`src/rtl/vdc_host_pkg.sv`:
```
package vdc_host_pkg;
  localparam int DATA_W     = 8;
  localparam int ADDR_W     = 14;
  localparam int NUM_REGS   = 8;
  localparam int IE_REG     = 1;
  localparam int IE_BIT     = 5;
  localparam int STAT_F_BIT = 7;

  typedef logic [DATA_W-1:0] hbyte_t;
  typedef logic [ADDR_W-1:0] vaddr_t;

  typedef struct packed {
    logic ctrl_wr;
    logic data_wr;
    logic stat_rd;
    logic data_rd;
  } host_acc_t;
endpackage

```
`src/rtl/vdc_ctrl_latch.sv`:
```
module vdc_ctrl_latch #(
  parameter int DW   = 8,
  parameter int AW   = 14,
  parameter int NREG = 8
) (
  input  logic             clk,
  input  logic             rst_n,
  input  logic             ctrl_wr,
  input  logic             status_rd,
  input  logic [DW-1:0]    wdata,
  output logic             addr_load,
  output logic [AW-1:0]    addr_val,
  output logic             wr_mode_val,
  output logic [NREG*DW-1:0] regs_flat
);
  localparam int IDX_W = $clog2(NREG);
  localparam int HI_W  = AW - DW;

  logic            phase_q, phase_d;
  logic [DW-1:0]   latch_q, latch_d;
  logic            latch_en;
  logic            reg_we;
  logic [IDX_W-1:0] reg_idx;
  logic [DW-1:0]   reg_q [NREG];

  always_comb begin
    phase_d  = phase_q;
    latch_en = 1'b0;
    latch_d  = latch_q;
    if (status_rd) begin
      phase_d = 1'b0;
    end else if (ctrl_wr) begin
      phase_d = ~phase_q;
      if (!phase_q) begin
        latch_en = 1'b1;
        latch_d  = wdata;
      end
    end
  end

  always_comb begin
    reg_idx     = wdata[IDX_W-1:0];
    reg_we      = ctrl_wr & ~status_rd & phase_q & wdata[DW-1];
    addr_load   = ctrl_wr & ~status_rd & phase_q & ~wdata[DW-1];
    addr_val    = {wdata[HI_W-1:0], latch_q};
    wr_mode_val = wdata[DW-2];
  end

  always_ff @(posedge clk or negedge rst_n) begin
    if (!rst_n) begin
      phase_q <= 1'b0;
    end else begin
      phase_q <= phase_d;
    end
  end

  always_ff @(posedge clk or negedge rst_n) begin
    if (!rst_n) begin
      latch_q <= '0;
    end else if (latch_en) begin
      latch_q <= latch_d;
    end
  end

  for (genvar g = 0; g < NREG; g++) begin : g_reg
    always_ff @(posedge clk or negedge rst_n) begin
      if (!rst_n) begin
        reg_q[g] <= '0;
      end else if (reg_we && (reg_idx == IDX_W'(g))) begin
        reg_q[g] <= latch_q;
      end
    end
    assign regs_flat[g*DW +: DW] = reg_q[g];
  end

  AST_PHASE_RESTART: assert property (@(posedge clk) disable iff (!rst_n)
    status_rd |=> !phase_q);
  AST_REG_LOAD: assert property (@(posedge clk) disable iff (!rst_n)
    reg_we |=> reg_q[$past(reg_idx)] == $past(latch_q));
  AST_SECOND_TOGGLES: assert property (@(posedge clk) disable iff (!rst_n)
    (ctrl_wr && !status_rd && phase_q) |=> !phase_q);
endmodule

```
`src/rtl/vdc_frame_irq.sv`:
```
module vdc_frame_irq (
  input  logic clk,
  input  logic rst_n,
  input  logic frame_end,
  input  logic status_rd,
  input  logic irq_en,
  output logic flag,
  output logic irq_n
);
  logic flag_q, flag_d;

  always_comb begin
    flag_d = flag_q;
    if (status_rd) flag_d = 1'b0;
    if (frame_end) flag_d = 1'b1;
  end

  always_ff @(posedge clk or negedge rst_n) begin
    if (!rst_n) begin
      flag_q <= 1'b0;
    end else begin
      flag_q <= flag_d;
    end
  end

  assign flag  = flag_q;
  assign irq_n = ~(irq_en & flag_q);

  AST_F_SET: assert property (@(posedge clk) disable iff (!rst_n)
    frame_end |=> flag_q);
  AST_F_CLEAR: assert property (@(posedge clk) disable iff (!rst_n)
    (status_rd && !frame_end) |=> !flag_q);
  AST_F_HOLD: assert property (@(posedge clk) disable iff (!rst_n)
    (!status_rd && !frame_end) |=> $stable(flag_q));
  AST_F_COLLIDE: assert property (@(posedge clk) disable iff (!rst_n)
    (status_rd && frame_end) |=> flag_q);
endmodule

```
`src/rtl/vdc_vram_port.sv`:
```
module vdc_vram_port #(
  parameter int DW = 8,
  parameter int AW = 14
) (
  input  logic          clk,
  input  logic          rst_n,
  input  logic          data_wr,
  input  logic          data_rd,
  input  logic          addr_load,
  input  logic [AW-1:0] addr_val,
  input  logic          wr_mode_val,
  input  logic [DW-1:0] wdata,
  input  logic [DW-1:0] vram_rdata,
  output logic          vram_en,
  output logic          vram_we,
  output logic [AW-1:0] vram_addr,
  output logic [DW-1:0] vram_wdata,
  output logic [DW-1:0] rbuf
);
  logic [AW-1:0] addr_q, addr_d;
  logic [DW-1:0] rbuf_q, rbuf_d;
  logic          fill_q, fill_d;
  logic          prefetch;

  always_comb begin
    prefetch   = addr_load & ~wr_mode_val;
    vram_en    = data_wr | data_rd | prefetch;
    vram_we    = data_wr;
    vram_addr  = addr_load ? addr_val : addr_q;
    vram_wdata = wdata;
  end

  always_comb begin
    addr_d = addr_q;
    if (addr_load) begin
      addr_d = wr_mode_val ? addr_val : addr_val + 1'b1;
    end else if (data_wr || data_rd) begin
      addr_d = addr_q + 1'b1;
    end
    fill_d = prefetch | data_rd;
    rbuf_d = fill_q ? vram_rdata : rbuf_q;
  end

  always_ff @(posedge clk or negedge rst_n) begin
    if (!rst_n) begin
      addr_q <= '0;
      fill_q <= 1'b0;
    end else begin
      addr_q <= addr_d;
      fill_q <= fill_d;
    end
  end

  always_ff @(posedge clk or negedge rst_n) begin
    if (!rst_n) begin
      rbuf_q <= '0;
    end else if (fill_q) begin
      rbuf_q <= rbuf_d;
    end
  end

  assign rbuf = rbuf_q;

  AST_WE_HAS_EN: assert property (@(posedge clk) disable iff (!rst_n)
    vram_we |-> vram_en);
  AST_BUF_FILL: assert property (@(posedge clk) disable iff (!rst_n)
    (vram_en && !vram_we) |=> ##1 (rbuf_q == $past(vram_rdata)));
endmodule

```
`src/rtl/vdc_host_port.sv`:
```
module vdc_host_port
  import vdc_host_pkg::*;
#(
  parameter int DW   = DATA_W,
  parameter int AW   = ADDR_W,
  parameter int NREG = NUM_REGS
) (
  input  logic               clk,
  input  logic               rst_n,
  input  logic               cs_n,
  input  logic               rd_n,
  input  logic               wr_n,
  input  logic               port_sel,
  input  logic [DW-1:0]      wdata,
  output logic [DW-1:0]      rdata,
  input  logic               frame_end,
  output logic               irq_n,
  output logic [NREG*DW-1:0] mode_regs,
  output logic               vram_en,
  output logic               vram_we,
  output logic [AW-1:0]      vram_addr,
  output logic [DW-1:0]      vram_wdata,
  input  logic [DW-1:0]      vram_rdata
);
  localparam int IE_POS = IE_REG * DW + IE_BIT;

  host_acc_t     acc;
  logic          addr_load;
  logic [AW-1:0] addr_val;
  logic          wr_mode_val;
  logic          flag;
  logic          irq_en;
  logic [DW-1:0] rbuf;
  logic [DW-1:0] stat_byte;

  always_comb begin
    acc.stat_rd = ~cs_n & ~rd_n & port_sel;
    acc.data_rd = ~cs_n & ~rd_n & ~port_sel;
    acc.ctrl_wr = ~cs_n & rd_n & ~wr_n & port_sel;
    acc.data_wr = ~cs_n & rd_n & ~wr_n & ~port_sel;
  end

  vdc_ctrl_latch #(.DW(DW), .AW(AW), .NREG(NREG)) u_ctrl (
    .clk        (clk),
    .rst_n      (rst_n),
    .ctrl_wr    (acc.ctrl_wr),
    .status_rd  (acc.stat_rd),
    .wdata      (wdata),
    .addr_load  (addr_load),
    .addr_val   (addr_val),
    .wr_mode_val(wr_mode_val),
    .regs_flat  (mode_regs)
  );

  assign irq_en = mode_regs[IE_POS];

  vdc_frame_irq u_frame (
    .clk      (clk),
    .rst_n    (rst_n),
    .frame_end(frame_end),
    .status_rd(acc.stat_rd),
    .irq_en   (irq_en),
    .flag     (flag),
    .irq_n    (irq_n)
  );

  vdc_vram_port #(.DW(DW), .AW(AW)) u_vram (
    .clk        (clk),
    .rst_n      (rst_n),
    .data_wr    (acc.data_wr),
    .data_rd    (acc.data_rd),
    .addr_load  (addr_load),
    .addr_val   (addr_val),
    .wr_mode_val(wr_mode_val),
    .wdata      (wdata),
    .vram_rdata (vram_rdata),
    .vram_en    (vram_en),
    .vram_we    (vram_we),
    .vram_addr  (vram_addr),
    .vram_wdata (vram_wdata),
    .rbuf       (rbuf)
  );

  always_comb begin
    stat_byte             = '0;
    stat_byte[STAT_F_BIT] = flag;
    if (acc.stat_rd)      rdata = stat_byte;
    else if (acc.data_rd) rdata = rbuf;
    else                  rdata = '0;
  end

  AST_IRQ_MASKED: assert property (@(posedge clk) disable iff (!rst_n)
    !irq_en |-> irq_n);
  AST_ONE_ACCESS: assert property (@(posedge clk) disable iff (!rst_n)
    $countones({acc.ctrl_wr, acc.data_wr, acc.stat_rd, acc.data_rd}) <= 1);
endmodule

```
`config.mk`:
```
export PLATFORM = sky130hd
export DESIGN_NAME = vdc_host_port
export DESIGN_NICKNAME = d
export VERILOG_FILES = /design/src/rtl/vdc_host_pkg.sv /design/src/rtl/vdc_ctrl_latch.sv /design/src/rtl/vdc_frame_irq.sv /design/src/rtl/vdc_vram_port.sv /design/src/rtl/vdc_host_port.sv
export SDC_FILE = /design/constraint.sdc
export NUM_CORES = 1
export LEC_CHECK = 0
export BUFFER_PORTS_ARGS = -buffer_cell sky130_fd_sc_hd__buf_2
export CAP_MARGIN = 20
export CELL_PAD_IN_SITES_DETAIL_PLACEMENT = 1
export CELL_PAD_IN_SITES_GLOBAL_PLACEMENT = 1
export CORE_ASPECT_RATIO = 0.75
export CORE_MARGIN = 10
export CORE_UTILIZATION = 46
export DETAILED_ROUTE_END_ITERATION = 10
export PLACE_DENSITY = 0.92
export REMOVE_ABC_BUFFERS = 1
export SYNTH_ARGS = -nofsm -noshare
export SYNTH_HDL_FRONTEND = slang
export SYNTH_HIERARCHICAL = 1
export SYNTH_SLANG_ARGS = --single-unit
```
`constraint.sdc`:
```
create_clock -name clk -period 2.5 [get_ports clk]
set_input_delay 0.125 -clock clk [delete_from_list [all_inputs] [get_ports clk]]
set_output_delay 0.125 -clock clk [all_outputs]
set_load 0.03 [all_outputs]
```
==> results of run 1 <==
==> layout by cell type (no fill, tap or decap), types with 2 or more instances in the layout <==
master,n
xnor2_1,22
and2_1,7
ha_1,2
nor4_1,2
mux2_4,16
xor2_1,3
nand3b_1,2
a21o_1,2
nor4_2,3
nor3_1,10
mux2i_1,9
bufinv_16,3
o21ai_0,9
inv_1,7
buf_2,118
dfrtp_1,97
nand2_1,15
nand4_1,5
a21oi_1,3
buf_12,2
nand3_1,4
buf_4,12
mux2_2,75
clkbuf_16,9
dlygate4sd3_1,2
nor2_1,12
or4b_1,3
==> worst max-delay path, stage by stage (launching register included) <==
cell	delay [ns]
dfrtp_1	0.46
nor4bb_4	0.38
buf_12	0.25
mux2_2	0.38
buf_2	0.18
==> final timing paths <==
path / slack (ns) / endpoint / start
max in group asynchronous: 1.41 / u_ctrl/latch_q[0] / rst_n
worst min register to register: 0.50 / u_ctrl/regs_flat[60] / u_ctrl/regs_flat[60]
worst max register to register: 0.50 / u_ctrl/regs_flat[39] / u_ctrl/phase_q
worst max-delay path: 0.36 / vram_addr[6] / u_ctrl/phase_q
worst min-delay path: 0.01 / u_vram/rbuf[6] / vram_rdata[6]
min in group asynchronous: 0.39 / u_vram/addr_q[9] / rst_n
==> final cells by class <==
| class | instances | share of cell area |
|---|---|---|
| inverter | 7 | 0.00452 |
| tap | 132 | 0.0284 |
| multi-input combinational | 226 | 0.361 |
| clock buffer | 10 | 0.0411 |
| timing repair buffer | 134 | 0.127 |
| clock inverter | 6 | 0.0194 |
| sequential | 97 | 0.418 |
==> kinds of logic after synthesis <==
family	Yosys count	synth area share
mux	100	0.249
flops	97	0.514
simple gates	79	0.113
buf+inv	35	0.0437
xor+xnor	25	0.0464
compound gates	20	0.0286
fa+ha+maj	2	0.00530
==> through the flow <==
stage	TNS, ns	util
after floorplan	-64.17	-
after global placement	0	0.552
after detailed placement	0	0.552
after CTS	0	0.590
after global routing	0	0.590
final	0	0.590
==> cell usage after synthesis, drive strengths merged, types with 5 or more instances <==
cell    number  area, um2
inv          7       26.3
nand3        5       30.0
dfrtp       97       2430
mux2        91       1080
nand2       15       56.3
buf         23        161
nor4         6       71.3
clkbuf       5       18.8
o21ai        9       45.0
mux2i        9       90.1
nand4        6       52.6
and2         7       43.8
nor2        12       45.0
nor3        12       76.3
xnor2       22        193
==> layer usage <==
metal / track usage / up-vias / routed length, um
li1: - / 1490 / -
met1: 0.216 / 1718 / 5500
met2: 0.316 / 105 / 6830
met3: 0.0653 / 17 / 1120
met4: 0.0443 / 0 / 138
met5: 0 / - / 0
==> power groups by stage <==
stage               Combinational (W)  Clock, W  Sequential (W)
global placement              0.00109         0         0.00203
CTS                           0.00114   0.00162         0.00203
floorplan                    0.000595         0         0.00207
finish                        0.00113   0.00159         0.00203
detailed placement            0.00113         0         0.00206
global route                  0.00122   0.00171         0.00206
==> state kept, by name, summed over array words and instances (netlist names) <==
register,count
u_frame/flag,1
u_ctrl/phase_q,1
u_vram/fill_q,1
u_ctrl/latch_q,8
u_ctrl/regs_flat,64
u_vram/addr_q,14
u_vram/rbuf,8
==> reports/results.ini, run 1 <==
[status]
outcome = finished clean

[layout]
drive_gt1_frac = 0.529
fill_cells = 1036
nNetsFinal = 500
n_antenna_cell = 0
stdcell_count = 612
fin_area_mm2 = 0.00581
regArea_mm2 = 0.00243
synthToLayoutAreaGrowth_pct = 23.1
multiInputGateArea_mm2 = 0.00210

[floorplan]
start_util = 0.479
die_h_um = 108
ios = 120
coreArea_mm2 = 0.00985
die_area_mm2 = 0.0148
num_rows = 31
die_x_um = 137

[placement]
dpl_cell_area_mm2 = 0.00544
gp_congestion = 0.784
dp_cells = 594
dp_hpwl_um = 9750
post-place-ws_ns = 0.285
numPortBuffers = 119

[detailed_routing]
post-route-drc-count = 0
vias = 3330
ant_nets = 0
firstDrtPassIters = 4
drtIter0Drc = 191
drt_wl_total_um = 13600
routedWlPerCell_um = 22.2
viasPerCell = 5.44

[logic_synthesis]
syn_inst = 358
synth_area_per_cell_um2 = 13.2
synth_enable_flop_cells = 0
ys_ff_latch = 97
yosysWarnings = 6
synth_sequential_area_ratio = 0.514
async_flop_share = 1.00
synth_cell_type_count = 46
netlist_area_mm2 = 0.00472
synthFlopType = dfrtp_1

[worst_setup_path]
critPathArrivalTime_ns = 2.01
end_kind = output port
start_kind = flip-flop
crit_type = flip-flop to output port
required_ns = 2.38
rr_worst_depth = 3
critPathMaxFanout = 40

[sta]
worst_clock_skew_ns = 0.00581
tightest_slew_ns = 0.720
slew-limit-headroom = 0.520
finalCritPeriodShare = 0.855
hold_slack_ns = 0.0140
fin_ws_ns = 0.361
slew_violations = 0
rsz0062_at_grt = false
finalSetupViolCount = 0
fin_crit_ns = 2.14
hold_viol = 0
max_freq_mhz = 468

[power_and_ir_drop]
powerDensity_mw_per_mm2 = 818
ir_drop_uv = 501
leakagePower_nw = 2.98
combPwrFrac = 0.238
swShare = 0.331
p_seq_frac = 0.427
clkPwrFrac = 0.335
power_w = 0.00475
p_sw_w = 0.00157
p_int_w = 0.00318

[global_routing]
grt_first_pass_wirelength_um = 21400
grt_max_degree = 55
grt-ovfl-total = 0
grt_antenna_before_repair = 0
globalRouteTotalUtil = 0.184
grt_pass1_vias = 3726

[clock_tree]
clk_latency_ns = 0.34
cts-root-buf = clkbuf_16
clock_path_buffers = 2
ctsHtreeMaxLevel = 3
numCtsBuffers = 9
cts_setup_buffers = 0
cts_resized = 0
postCtsHoldBufs = 2
clk_pin_slew_worst_paths_ns = 0.07
cts_tree = built
cts.sinks = 97

[flow_run]
drv_cap = 0

[hold_path]
hp-class = primary input to flip-flop
min_delay_path_depth = 2

Power figures use the tool's default switching activity.
==> run 2: changes to the inputs <==
- CORE_UTILIZATION: 46 -> 47
- CTS_BUF_LIST: unset -> sky130_fd_sc_hd__clkbuf_4
- CTS_CLUSTER_DIAMETER: unset -> 40
- PLACE_DENSITY: 0.92 -> 0.93
- clock period: 2.5 -> 2.7 ns (I/O delays scaled with it)
==> reports/results.ini, run 2 (same netlist as run 1, synthesis figures left out) <==
[status]
outcome = finished clean

[detailed_routing]
drtIter0Drc = 130
ant_nets = 0
post-route-drc-count = 0
routedWlPerCell_um = 22.1
viasPerCell = 5.43
firstDrtPassIters = 4
vias = 3352
drt_wl_total_um = 13600

[sta]
tightest_slew_ns = 0.815
hold_viol = 0
hold_slack_ns = 0.0295
slew-limit-headroom = 0.457
slew_violations = 0
finalSetupViolCount = 0
finalCritPeriodShare = 0.844
final.setup.tns_ns = 0
fin_crit_ns = 2.28
max_freq_mhz = 439
worst_clock_skew_ns = 0.0171
rsz0062_at_grt = false

[worst_setup_path]
slowest_delay_ns = 0.49
start_kind = flip-flop
r2r_end = u_ctrl/regs_flat[32]
reg2reg_slack_ns = 0.69
crit_start = u_ctrl/phase_q
crit_type = flip-flop to output port
crit_chain = nor4bb_4, buf_12, mux2_2, buf_2
cpMaxStageDelayCell = dfrtp_1
critPathArrivalTime_ns = 2.14
required_ns = 2.57
critPathMaxFanout = 40
end_kind = output port
rr_worst_depth = 3
r2r_start = u_ctrl/phase_q

[global_routing]
grt_max_degree = 66
grt_antenna_before_repair = 0
grt_pass1_vias = 3741
grt_first_pass_wirelength_um = 21800
grt-ovfl-total = 0
globalRouteTotalUtil = 0.191

[layout]
drive_gt1_frac = 0.511
largest_reg_flops = 64
fin_area_mm2 = 0.00565
nNetsFinal = 507
final_common_cell = buf_2
fill_cells = 1047
synthToLayoutAreaGrowth_pct = 19.8
n_antenna_cell = 0
layout_common_cells = buf_2 (118), dfrtp_1 (97), mux2_2 (75), xnor2_1 (22), mux2_4 (16)

[hold_path]
hp-class = primary input to flip-flop
min_to = u_ctrl/latch_q[7]
min_delay_path_depth = 2
min-delay-start = wdata[7]

[power_and_ir_drop]
leakagePower_nw = 2.90
powerDensity_mw_per_mm2 = 646
ir_drop_uv = 351

[placement]
gp_congestion = 0.824
dpl_cell_area_mm2 = 0.00541
dp_hpwl_um = 9720
numPortBuffers = 119

[floorplan]
ios = 120
die_area_mm2 = 0.0145
start_util = 0.485
die_x_um = 136
die_h_um = 107
num_rows = 31
coreArea_mm2 = 0.00974

[clock_tree]
cts_resized = 0
cts.sinks = 97
clk_pin_slew_worst_paths_ns = 0.14
numCtsBuffers = 9
clk_latency_ns = 0.45
cts_tree = built
cts-root-buf = clkbuf_4
ctsHtreeMaxLevel = 3
clock_path_buffers = 2

[flow_run]
drv_cap = 0

## run 2: layout make-up
| type | instances | area, um2 | area share |
|---|---|---|---|
| Multi-Input combinational cell | 226 | 2110 | 0.373 |
| Timing Repair Buffer | 141 | 806 | 0.143 |
| Clock buffer | 10 | 75.1 | 0.0133 |
| Tap cell | 132 | 165 | 0.0292 |
| Inverter | 7 | 26.3 | 0.00465 |
| Sequential cell | 97 | 2430 | 0.429 |
| Clock inverter | 4 | 46.3 | 0.00819 |
## run 2: worst max-delay path by stage
stage,to,slack (ns),cells after the start
2_1_floorplan,vram_addr[11],-2.67,2
3_3_place_gp,u_ctrl/regs_flat[38],0.58,5
3_5_place_dp,u_ctrl/regs_flat[35],0.51,5
4_1_cts,vram_addr[2],0.40,4
5_1_grt,vram_addr[9],0.32,4
6_report,vram_addr[8],0.42,4
## run 2: metal layers
layer | track usage | part of all wire | vias up
met5 | 0 | 0 | -
met1 | 0.230 | 0.41 | 1725
li1 | - | - | 1504
met2 | 0.314 | 0.49 | 111
met3 | 0.0788 | 0.090 | 12
met4 | 0.0376 | 0.0075 | 0
## run 2: critical path, delay by kind of cell (launching register included)
kind	cells	cell delay [ns]
and+or+nand+nor	1	0.39
buffers and inverters	2	0.44
muxes	1	0.36
DFF	1	0.49
## run 2: report_power, final
part	total [W]	internal (W)	switching, W
sequential	0.00195	0.00161	0.000336
combinational	0.000962	0.000384	0.000578
clock	0.000739	0.000280	0.000460
## run 2: what timing repair did
| item | in CTS | in global routing |
|---|---|---|
| hold buffers | 12 | 0 |
| endpoints found under the setup margin | 0 | 0 |
| setup buffers | 0 | 0 |
| endpoints found under the hold margin | 74 | 0 |
## run 2: metrics by stage
stage / util / total power (W) / instances / worst slack (ns)
floorplan: - / 0.00247 / 330 / -2.67
global placement: 0.556 / 0.00286 / 591 / 0.583
detailed placement: 0.556 / 0.00294 / 591 / 0.515
CTS: 0.581 / 0.00368 / 617 / 0.401
global route: 0.581 / 0.00385 / 617 / 0.324
finish: 0.581 / 0.00365 / 617 / 0.422
